File: src/rtl/addr_window_xlat.sv
module addr_window_xlat #(
  parameter int          AW         = 32,
  parameter int          NWIN       = 3,
  parameter int          IO_WIN     = 2,
  parameter int          GRAN_LOG   = 24,
  parameter logic [15:0] UNLOCK_KEY = 16'hA05F,
  parameter logic [2:0]  IO_CODE    = 3'b001
) (
  input  logic          clk,
  input  logic          rst_n,
  input  logic          reg_we,
  input  logic [2:0]    reg_addr,
  input  logic [31:0]   reg_wdata,
  output logic [31:0]   reg_rdata,
  input  logic [AW-1:0] lb_addr,
  output logic [AW-1:0] xl_addr,
  output logic [2:0]    xl_type,
  output logic [1:0]    xl_win,
  output logic          xl_miss
);
  localparam int IW = 2;
  localparam logic [2:0] SYS_OFF = 3'd7;

  logic [AW-1:0] base_q [NWIN];
  logic [AW-1:0] map_q  [NWIN];
  logic          locked;

  logic [AW-1:0] off_m  [NWIN];
  logic [NWIN-1:0] hit;
  logic [2*NWIN*AW-1:0] win_flat;

  function automatic logic [AW-1:0] offset_mask(input logic [1:0] sz);
    logic [AW-1:0] one;
    one = AW'(1);
    case (sz)
      2'd0:    return (one << GRAN_LOG) - one;
      2'd1:    return (one << (GRAN_LOG + 4)) - one;
      2'd2:    return (one << (GRAN_LOG + 5)) - one;
      default: return (one << (GRAN_LOG + 6)) - one;
    endcase
  endfunction

  wire [AW-1:0] gran_m = (AW'(1) << GRAN_LOG) - AW'(1);

  genvar w;
  generate
    for (w = 0; w < NWIN; w++) begin : g_win
      assign off_m[w] = offset_mask(base_q[w][3:2]);
      assign hit[w] = base_q[w][0] &&
        ((lb_addr & ~off_m[w]) == (base_q[w] & ~gran_m & ~off_m[w]));
      assign win_flat[(2*w+1)*AW +: AW] = base_q[w];
      assign win_flat[(2*w)*AW +: AW]   = map_q[w];
    end
  endgenerate

  logic [IW-1:0] sel;
  always_comb begin
    sel = '0;
    for (int i = NWIN - 1; i >= 0; i--)
      if (hit[i]) sel = IW'(i);
  end

  logic [AW-1:0] tgt;
  assign xl_miss = ~|hit;
  assign tgt = (map_q[sel] & ~gran_m & ~off_m[sel]) | (lb_addr & off_m[sel]);

  always_comb begin
    xl_addr = '0;
    xl_type = '0;
    xl_win  = '0;
    if (!xl_miss) begin
      xl_addr = tgt;
      if (!map_q[sel][0]) xl_addr[1:0] = 2'b00;
      xl_type = (sel == IW'(IO_WIN)) ? IO_CODE : map_q[sel][3:1];
      xl_win  = sel;
    end
  end

  wire key_hit = (reg_wdata[15:0] == UNLOCK_KEY);
  wire idx_ok  = (int'(reg_addr[IW-1:0]) < NWIN);

  always_ff @(posedge clk) begin
    if (!rst_n) begin
      for (int i = 0; i < NWIN; i++) begin
        base_q[i] <= '0;
        map_q[i]  <= '0;
      end
      locked <= 1'b1;
    end else if (reg_we) begin
      if (reg_addr == SYS_OFF) begin
        if (key_hit)      locked <= 1'b0;
        else if (!locked) locked <= reg_wdata[15];
      end else if (!locked && idx_ok) begin
        if (reg_addr[2]) map_q[reg_addr[IW-1:0]]  <= reg_wdata[AW-1:0];
        else             base_q[reg_addr[IW-1:0]] <= reg_wdata[AW-1:0];
      end
    end
  end

  always_comb begin
    reg_rdata = '0;
    if (reg_addr == SYS_OFF)  reg_rdata = {16'h0, locked, 15'h0};
    else if (idx_ok)          reg_rdata = reg_addr[2] ? map_q[reg_addr[IW-1:0]]
                                                      : base_q[reg_addr[IW-1:0]];
  end

  AST_LOCK_HOLDS: assert property (@(posedge clk) disable iff (!rst_n)
    (locked && reg_we && reg_addr != SYS_OFF) |=> $stable(win_flat));
  AST_KEY_UNLOCKS: assert property (@(posedge clk) disable iff (!rst_n)
    (reg_we && reg_addr == SYS_OFF && reg_wdata[15:0] == UNLOCK_KEY) |=> !locked);
  AST_REARM: assert property (@(posedge clk) disable iff (!rst_n)
    (!locked && reg_we && reg_addr == SYS_OFF && reg_wdata[15:0] != UNLOCK_KEY)
      |=> locked == $past(reg_wdata[15]));
  AST_MISS_IDLE: assert property (@(posedge clk) disable iff (!rst_n)
    xl_miss |-> (xl_addr == '0 && xl_type == '0 && xl_win == '0));
  AST_SEL_ENABLED: assert property (@(posedge clk) disable iff (!rst_n)
    !xl_miss |-> base_q[xl_win][0]);
  AST_LOW_CLEAR: assert property (@(posedge clk) disable iff (!rst_n)
    (!xl_miss && !map_q[xl_win][0]) |-> xl_addr[1:0] == 2'b00);
  AST_IO_TYPE: assert property (@(posedge clk) disable iff (!rst_n)
    (!xl_miss && xl_win == IW'(IO_WIN)) |-> xl_type == IO_CODE);
endmodule

File: config.mk
export PLATFORM = sky130hd
export DESIGN_NAME = addr_window_xlat
export DESIGN_NICKNAME = d
export VERILOG_FILES = /design/src/rtl/addr_window_xlat.sv
export SDC_FILE = /design/constraint.sdc
export NUM_CORES = 1
export LEC_CHECK = 0
export BUFFER_PORTS_ARGS = -buffer_cell sky130_fd_sc_hd__buf_2
export CAP_MARGIN = 20
export CORE_MARGIN = 2
export CORE_UTILIZATION = 50
export CTS_CLUSTER_SIZE = 16
export DETAILED_ROUTE_END_ITERATION = 6
export PLACE_DENSITY = 0.82
export SYNTH_ARGS = -nofsm -noshare
export SYNTH_HDL_FRONTEND = slang
export SYNTH_SLANG_ARGS = --single-unit
export TNS_END_PERCENT = 50
File: constraint.sdc
create_clock -name clk -period 4.1 [get_ports clk]
set_input_delay 0.205 -clock clk [delete_from_list [all_inputs] [get_ports clk]]
set_output_delay 0.205 -clock clk [all_outputs]
set_load 0.05 [all_outputs]
==> results of run 1 <==
routing by layer:
layer | track usage [%] | part of all wire (%)
met4 | 9.51 | 2.3
met1 | 29.8 | 40
met2 | 40.9 | 50
met3 | 5.20 | 7.8
met5 | 0 | 0.043
Yosys cell counts (all sizes together) (2+ instances only):
cell type	number	area share, %
clkbuf	48	1.8
and2	193	12
or2	3	0.19
xnor2	16	1.5
nor2	113	4.3
o22ai	2	0.19
and3	3	0.24
a21oi	99	5.0
nor2b	27	1.7
nor4	3	0.40
o21ai	73	3.8
inv	35	1.3
mux2	2	0.26
buf	15	0.84
nand4	3	0.19
nand2	10	0.37
a41oi	2	0.17
mux2i	33	3.3
nor3	9	0.45
a32o	4	0.40
a31oi	4	0.25
a22oi	2	0.20
nand3	13	0.77
edfxtp	192	58
xor2	8	0.70
nand2b	9	0.56
critical path: stages, from the launching register on:
cell and delay (ns):
edfxtp_1 0.40, xnor2_1 0.27, a41oi_1 0.26, nor4_4 0.42, buf_4 0.31, o21ai_4 0.12
o22ai_1 0.47, a32o_1 0.23, buf_2 0.27
state kept, by name (all words and copies together) (netlist names):
name    cells
locked      1
map_q      96
base_q     96
kinds of logic after synthesis:
group	count (synthesis)
simple gates	391
buf+inv	98
compound gates	193
mux	36
xor+xnor	24
flops	193
metrics by stage:
stage,setup WS (ns),instances,hold slack (ns),power (W)
6_report,0.700,1330,0.103,0.00446
5_1_grt,0.519,1330,0.114,0.00458
4_1_cts,0.696,1328,0.0924,0.00446
3_5_place_dp,1.21,1296,0.541,0.00285
3_3_place_gp,1.20,1296,0.529,0.00284
2_1_floorplan,0.582,935,0.296,0.00266
cells in the final DEF (no fill, tap or decap), types with 4 or more instances in the layout:
cell	n
xnor2_1	15
a31oi_1	4
nor3_1	6
xor2_1	8
and2_1	193
nand3_1	12
a32o_1	4
buf_2	137
edfxtp_1	192
nor2_1	111
o21ai_0	67
nand2b_1	9
a21oi_1	98
nand2_1	10
inv_1	35
clkbuf_16	17
buf_4	21
nor2b_1	26
clkbuf_1	4
mux2i_1	33
how the worst min path moves through the flow:
stage                         end  cells after the start
floorplan                  locked                      1
global placement           locked                      2
detailed placement  base_q[1][24]                      2
CTS                 base_q[1][24]                      2
global route               locked                      2
finish               map_q[1][24]                      2
report_power, final:
part / leakage (nW) / switching [W] / internal (W)
clock: 0.282 / 0.000698 / 0.000955
combinational: 2.40 / 0.000396 / 0.000148
sequential: 1.99 / 0.0000305 / 0.00223
total: 4.67 / 0.00112 / 0.00334
area by class of cell:
class,count,area (um^2)
antenna,2,5.00
clock buffer,21,440
clock inverter,11,138
fill,1601,8010
inverter,35,131
multi-input combinational,644,3880
sequential,193,5790
tap,265,332
timing repair buffer,159,863
==> summary.md, run 1 <==
| Metric | Value |
|---|---|
| Vias/cell | 5.60 |
| IO Count | 140 |
| Unrepaired setup endpoints after global routing | no |
| Largest net degree at the start of global routing | 74 |
| Placeable Area | 0.0196 mm^2 |
| Die height | 146 um |
| Core Rows | 51 |
| Post-synth EDFFs | 192 |
| Initial antenna violation count | 3 |
| Ys Warns | 0 |
| Nets | 1,120 |
| Seq/Total Area, Yosys | 57.8% |
| Max-slew violation count | 0 |
| Die width | 146 um |
| Core Util, Final | 59.1% |
| CP startpoint | base_q[1][24] |
| Final setup viols | 0 |
| Post-synth ARST share | 0% |
| Clk Tree Root Cell | clkbuf_16 |
| Peak supply drop | 250 uV |
| Rel. slew slack | 29.3% |
| Min-delay src | reg_wdata[24] |
| Area post-placement | 0.0110 mm^2 |
| Max Root-Sink Buffers | 2 |
| CP Data Arrival Time | 3.20 ns |
| Synth Instances | 935 |
| Vias in the first global route | 7,349 |
| Outcome | completed |
| Critical Path End | xl_addr[25] |
| Detailed Place HPWL | 16.6 mm |
| Tcrit/Tclk final | 82.9% |
| Global-route congestion overflow total | 0 |
| Crit end category | output port |
| Yosys cell types | 56 |
| Syn Nets | 1,005 |
| Crit Path Category | flop to output port |
| Compound-gate portion of the synthesized area | 10.6% |
| Clock latency on the worst-skew pair | 0.43 ns |
| DIE AREA | 0.0212 mm^2 |
| Cell Area, Synth | 0.0100 mm^2 |
| Pleak | 4.67 nW |
| Xor-xnor portion of the synthesized cell area | 2.17% |
| Max FO, Critical Path | 13 |
| Pre-antenna DRT Iters | 5 |
| R2r worst-path depth | 5 |
| Detailed-route wire length per cell | 19.3 um |
| WL final | 25.6 mm |
| Antenna Nets Post-Route | 0 |
| Clock sink count | 193 |
| RR Endpoint | map_q[0][9] |
| Startpoint types | flop |
| Layout cells sized above 1 | 19.8% |
| Design area | 0.0116 mm^2 |
| Hold Vio Cnt, Final | 0 |
| PwrDens | 385 mW/mm^2 |
| Top achievable clock speed | 0.294 GHz |
| GRT Total Usage | 23.9% |
| CP required | 3.89 ns |
| H-tree levels | 4 |
| Simple-gate portion of the synthesized area | 21.7% |
| Worst-path clk slew | 0.07 ns |
| CTS Buf Count | 17 |
| Area growth from synthesis to layout | 15.6% |
| Total number of vias | 7,449 |
| Gp weighted congestion | 0.881 |
| Tmin final | 3.40 ns |
| Final setup TNS | 0 ns |
| Adder-cell area share of the yosys netlist | 0% |
| Resized cells post-CTS | 0 |
| Worst slew pin tran | 1.06 ns |
| CTS tree | built |
| DRT iter0 DRCs | 675 |
| First-pass GRT wire length | 39.4 mm |
| Most used DFF post-synth | edfxtp_1 |
| Avg Inst Size Synth | 10.7 um^2 |
| Worst R2R Start | locked |
| Residual DRC count | 0 |
| Hold crit path type | input pin to flop |
| Worst reg2reg setup slack | 1.45 ns |
| Setup bufs post-CTS | 0 |
| Mux contribution to synthesized area | 3.79% |
| Port bufs | 139 |
| Max-cap violations | 0 |
| Hold buffers post-CTS | 0 |
| Effective utilization at floorplan | 51.1% |
| Largest family of logic cells by synthesized area | simple AND/OR/NAND/NOR gates |
| Synth Register Bits | 193 |
| Worst Skew | 0.00652 ns |
Note: power is estimated with default switching activity, not from simulation.
==> inputs of run 2 (changes only) <==
==> constraint.sdc (replaced) <==
create_clock -name clk -period 3.3 [get_ports clk]
set_input_delay 0.165 -clock clk [delete_from_list [all_inputs] [get_ports clk]]
set_output_delay 0.165 -clock clk [all_outputs]
set_load 0.05 [all_outputs]
==> run 2 against run 1 <==
  * Sequential share of layout area shrank 0.59 points
  * Clock skew is 0.0020 ns higher
  * Routed wire length increased by 2.1%
  * Non-clock buffer count up 2
  * Core utilization rose by 0.71 points
  * Sequential cell count is the same
==> summary.md, run 2 (synthesis results as in run 1) <==
| Metric | Value |
|---|---|
| Max Root-Sink Buffers | 2 |
| Residual DRC count | 0 |
| Detailed-route wire length per cell | 19.6 um |
| Peak supply drop | 399 uV |
| Hold Vio Cnt, Final | 0 |
| Setup bufs post-CTS | 0 |
| Tcrit/Tclk final | 97.7% |
| Power, Total | 0.00570 W |
| GRT Total Usage | 24.5% |
| Resized cells post-CTS | 0 |
| Worst-path clk slew | 0.07 ns |
| Outcome | completed |
| Vias in the first global route | 7,400 |
| Crit Path Category | flop to output port |
| WL final | 26.2 mm |
| Max FO, Critical Path | 9 |
| Place WS | 0.605 ns |
| Hold buffers post-CTS | 0 |
| Die width | 146 um |
| CP required | 3.13 ns |
| Rel. slew slack | 32.9% |
| IO Count | 140 |
| Core Rows | 51 |
| Largest registers | base_q (96), map_q (96), locked (1) |
| Antenna Nets Post-Route | 0 |
| Max-slew violation count | 0 |
| Pleak | 4.72 nW |
| Worst setup margin | 0.0757 ns |
| H-tree levels | 4 |
| Startpoint types | flop |
| Port bufs | 139 |
| Core Util, Final | 59.8% |
| DIE AREA | 0.0212 mm^2 |
| Detailed Place HPWL | 16.3 mm |
| Pre-antenna DRT Iters | 5 |
| Placed cells | 1,298 |
| DRT iter0 DRCs | 701 |
| Max-cap violations | 0 |
| Largest net degree at the start of global routing | 94 |
| Worst slew pin tran | 1.01 ns |
| First-pass GRT wire length | 40.0 mm |
| Clock sink count | 193 |
| PwrDens | 487 mW/mm^2 |
| Hold crit path type | input pin to flop |
| Clk Tree Root Cell | clkbuf_16 |
| Area growth from synthesis to layout | 17.0% |
| Most frequent cells in the layout | 193 x and2_1, 192 x edfxtp_1, 137 x buf_2 |
| Final setup viols | 0 |
| Gp weighted congestion | 0.957 |
| Total number of vias | 7,549 |
| Initial antenna violation count | 4 |
| Unrepaired setup endpoints after global routing | no |
| Die height | 146 um |
| Effective utilization at floorplan | 51.1% |
| Top achievable clock speed | 0.310 GHz |
| Layout cells sized above 1 | 20.6% |
| Vias/cell | 5.66 |
| CP Data Arrival Time | 3.06 ns |
| CTS tree | built |
| Final Non-Filler Cells | 1,333 |
| Most common cell after layout, fill and taps aside | and2_1 |
| CTS Buf Count | 17 |
| Tmin final | 3.22 ns |
| Global-route congestion overflow total | 0 |
| Clock latency on the worst-skew pair | 0.44 ns |
| Worst Skew | 0.00850 ns |
| Placeable Area | 0.0196 mm^2 |
| Nets | 1,123 |
| Crit end category | output port |
run 2: cell types whose count changed in the layout (fill, tap and decap cells not counted), moves of 2 or more:
| cell | change |
|---|---|
| buf_12 | +5 |
| clkbuf_1 | -4 |
| buf_4 | -3 |
| clkinvlp_4 | +3 |
| inv_6 | +3 |
| clkinv_1 | -2 |
run 2: worst max-delay path, cell delays in order, from the launching register on:
cell	delay, ns
edfxtp_1	0.41
xor2_1	0.18
o41ai_2	0.45
and3_1	0.48
o21ai_4	0.17
o22ai_1	0.44
a32o_1	0.22
buf_2	0.27
run 2: cell type report:
| class | count | area [um^2] |
|---|---|---|
| well taps | 265 | 332 |
| diodes | 2 | 5.00 |
| clock buffers | 17 | 425 |
| multi-input cells | 645 | 3890 |
| inverters | 35 | 131 |
| repair buffers | 161 | 941 |
| flip-flops and latches | 193 | 5790 |
| clock inverters | 15 | 204 |
| fillers | 1588 | 7870 |
run 2: final timing paths:
kind                   to  depth (start not counted)  slack [ns]          start
min reg2reg        locked                          2        0.69         locked
max           xl_addr[25]                          7        0.08  base_q[2][26]
min                locked                          2        0.06          rst_n
max reg2reg  map_q[0][24]                          4        1.16         locked
run 2: routing by layer:
layer | GRT usage (%) | wire [um] | vias to the layer above
met3 | 5.30 | 2050 | 58
met1 | 31.0 | 10400 | 3623
met5 | 0 | 23 | -
met4 | 9.12 | 615 | 4
met2 | 41.6 | 13100 | 387
li1 | - | - | 3477
run 2: report_power, final:
| part | switching (W) | leakage, nW | internal [W] |
|---|---|---|---|
| combinational | 0.000496 | 2.43 | 0.000193 |
| clock | 0.000927 | 0.298 | 0.00128 |
| sequential | 0.0000381 | 1.99 | 0.00277 |
| total | 0.00146 | 4.72 | 0.00424 |
run 2: stage by stage:
stage	area, um^2	hold slack [ns]	TNS, ns
floorplan	10000	0.256	-0.938
global placement	11100	0.483	0
detailed placement	11100	0.488	0
CTS	11700	0.0444	0
global route	11700	0.0604	0
finish	11700	0.0589	0
==> inputs of run 3 (changes only) <==
--- a/config.mk
+++ b/config.mk
@@ -11,7 +11,8 @@
 export CORE_UTILIZATION = 50
 export CTS_CLUSTER_SIZE = 16
 export DETAILED_ROUTE_END_ITERATION = 6
-export PLACE_DENSITY = 0.82
+export PLACE_DENSITY = 0.85
+export REMOVE_ABC_BUFFERS = 1
 export SYNTH_ARGS = -nofsm -noshare
 export SYNTH_HDL_FRONTEND = slang
 export SYNTH_SLANG_ARGS = --single-unit
==> constraint.sdc (replaced) <==
create_clock -name clk -period 2.9 [get_ports clk]
set_input_delay 0.145 -clock clk [delete_from_list [all_inputs] [get_ports clk]]
set_output_delay 0.145 -clock clk [all_outputs]
set_load 0.05 [all_outputs]
==> run 3 against run 2 <==
  * Register-to-register slack got worse by 0.36 ns
  * Global-route usage fell by 0.30 points
  * Largest power group unchanged
  * Clock power rose by 4%
  * Cell count rose by 1.1%
  * Clock-buffer cell count rose by 1
  * Critical path depth did not move
  * Largest cell class unchanged
  * First-iteration DRC count fell by 19%
  * Worst setup slack got worse by 0.066 ns
  * Routed wire length fell by 1.1%
  * Design area rose by 1.2%
  * Highest routed layer unchanged
  * Non-clock buffer count rose by 16
==> summary.md, run 3 (synthesis results as in run 1) <==
| Metric | Value |
|---|---|
| Max FO, Critical Path | 8 |
| Layout cells sized above 1 | 22.8% |
| Startpoint types | flop |
| Worst setup margin | 0.00975 ns |
| Total number of vias | 7,591 |
| Wire length on met1 | 10.2 mm |
| IO Count | 140 |
| Top achievable clock speed | 0.346 GHz |
| Placeable Area | 0.0196 mm^2 |
| DIE AREA | 0.0212 mm^2 |
| Crit end category | output port |
| Largest net degree at the start of global routing | 96 |
| CP Data Arrival Time | 2.75 ns |
| First-pass GRT wire length | 39.7 mm |
| PwrDens | 531 mW/mm^2 |
| Die width | 146 um |
| WL final | 25.9 mm |
| Most frequent cells in the layout | 193 x and2_1, 192 x edfxtp_1, 131 x buf_2 |
| Die height | 146 um |
| Antenna Nets Post-Route | 0 |
| CP required | 2.76 ns |
| Residual DRC count | 0 |
| Core Util, Final | 60.5% |
| Crit Path Category | flop to output port |
| Clock latency on the worst-skew pair | 0.44 ns |
| Rel. slew slack | 47.3% |
| Initial antenna violation count | 3 |
| Global-route congestion overflow total | 0 |
| Hold Path Depth | 2 |
| Clock sink count | 193 |
| H-tree levels | 4 |
| Worst reg2reg setup slack | 0.80 ns |
| Detailed Place HPWL | 16.2 mm |
| Final Non-Filler Cells | 1,348 |
| Clk Tree Root Cell | clkbuf_16 |
| CTS tree | built |
| Effective utilization at floorplan | 51.1% |
| DRT iter0 DRCs | 565 |
| Area growth from synthesis to layout | 18.4% |
| Tcrit/Tclk final | 99.7% |
| Max-slew violation count | 0 |
| Pre-antenna DRT Iters | 5 |
| CTS Buf Count | 17 |
| Max Root-Sink Buffers | 2 |
| Largest registers | base_q (96), map_q (96), locked (1) |
| Worst-path clk slew | 0.07 ns |
| Gp weighted congestion | 0.884 |
| Vias in the first global route | 7,494 |
| Vias/cell | 5.63 |
| Worst slew pin tran | 0.790 ns |
| Final setup TNS | 0 ns |
| Hold crit path type | input pin to flop |
| RR Endpoint | map_q[2][7] |
| Met3 WL post-DR | 2.35 mm |
| Min-delay src | reg_wdata[20] |
| CP startpoint | base_q[1][29] |
| WHS | 0.0368 ns |
| WHS Endpoint | base_q[1][20] |
| Nets | 1,139 |
| Core Rows | 51 |
| Hold Vio Cnt, Final | 0 |
| Port bufs | 139 |
| Detailed-route wire length per cell | 19.2 um |
| Most common cell after layout, fill and taps aside | and2_1 |
| Met2 wire len | 12.8 mm |
| Peak supply drop | 448 uV |
| Max-cap violations | 0 |
| GRT Total Usage | 24.2% |
| Worst R2R Start | locked |
| Tmin final | 2.89 ns |
| Highest routing layer actually used | met5 |
| Worst Skew | 0.00745 ns |
| Placed cells | 1,305 |
| Place WS | 0.342 ns |
| R2r worst-path depth | 4 |
| Hold buffers post-CTS | 0 |
| Outcome | completed |
| Pleak | 4.80 nW |
| Final setup viols | 0 |
run 3: cell types whose count changed in the layout (fill, tap and decap cells not counted), sizes merged:
cell      change
clkinvlp      -1
clkinv        +1
clkbuf        +4
bufinv        -2
buf          +13
run 3: worst max-delay path, stage by stage (launching register included):
cell,delay [ns]
edfxtp_1,0.43
xnor2_2,0.31
a21oi_4,0.13
or4_4,0.61
mux2i_1,0.16
a22oi_2,0.16
mux2_4,0.32
buf_4,0.19
run 3: cell type report:
| class | instances | area (um^2) |
|---|---|---|
| antenna | 2 | 5.00 |
| clock inverter | 13 | 136 |
| fill | 1551 | 7730 |
| sequential | 193 | 5790 |
| inverter | 35 | 131 |
| timing repair buffer | 177 | 1030 |
| multi-input combinational | 645 | 4010 |
| tap | 265 | 332 |
| clock buffer | 18 | 429 |
run 3: report_power, final:
part | internal, W | switching, W | leakage [nW]
Sequential | 0.00315 | 0.0000441 | 1.99
Clock | 0.00127 | 0.00103 | 0.272
Combinational | 0.000231 | 0.000574 | 2.53
run 3: worst max path at each step:
stage | depth (start not counted) | slack, ns | to
floorplan | 2 | -0.41 | map_q[1][0]
global placement | 7 | 0.40 | xl_addr[29]
detailed placement | 7 | 0.34 | xl_addr[28]
CTS | 8 | 0.008 | xl_addr[29]
global route | 9 | -0.07 | xl_addr[25]
finish | 7 | 0.01 | xl_addr[28]
run 3: metrics by stage:
| stage | area, um^2 | total power (W) |
|---|---|---|
| 5_1_grt | 11900 | 0.00648 |
| 2_1_floorplan | 9750 | 0.00370 |
| 6_report | 11900 | 0.00630 |
| 4_1_cts | 11700 | 0.00629 |
| 3_3_place_gp | 11100 | 0.00401 |
| 3_5_place_dp | 11100 | 0.00403 |
run 3: what timing repair did:
action	4_1_cts	5_1_grt
pin swaps	1	12
buffers inserted	1	8
gates cloned	0	1
setup endpoints to repair	8	12
gates resized for setup	6	23
run 3: routing by layer:
layer	global-route usage, %	vias to the layer above
li1	-	3513
met1	30.5	3648
met2	41.5	383
met3	5.42	45
met4	8.14	2
met5	0	-
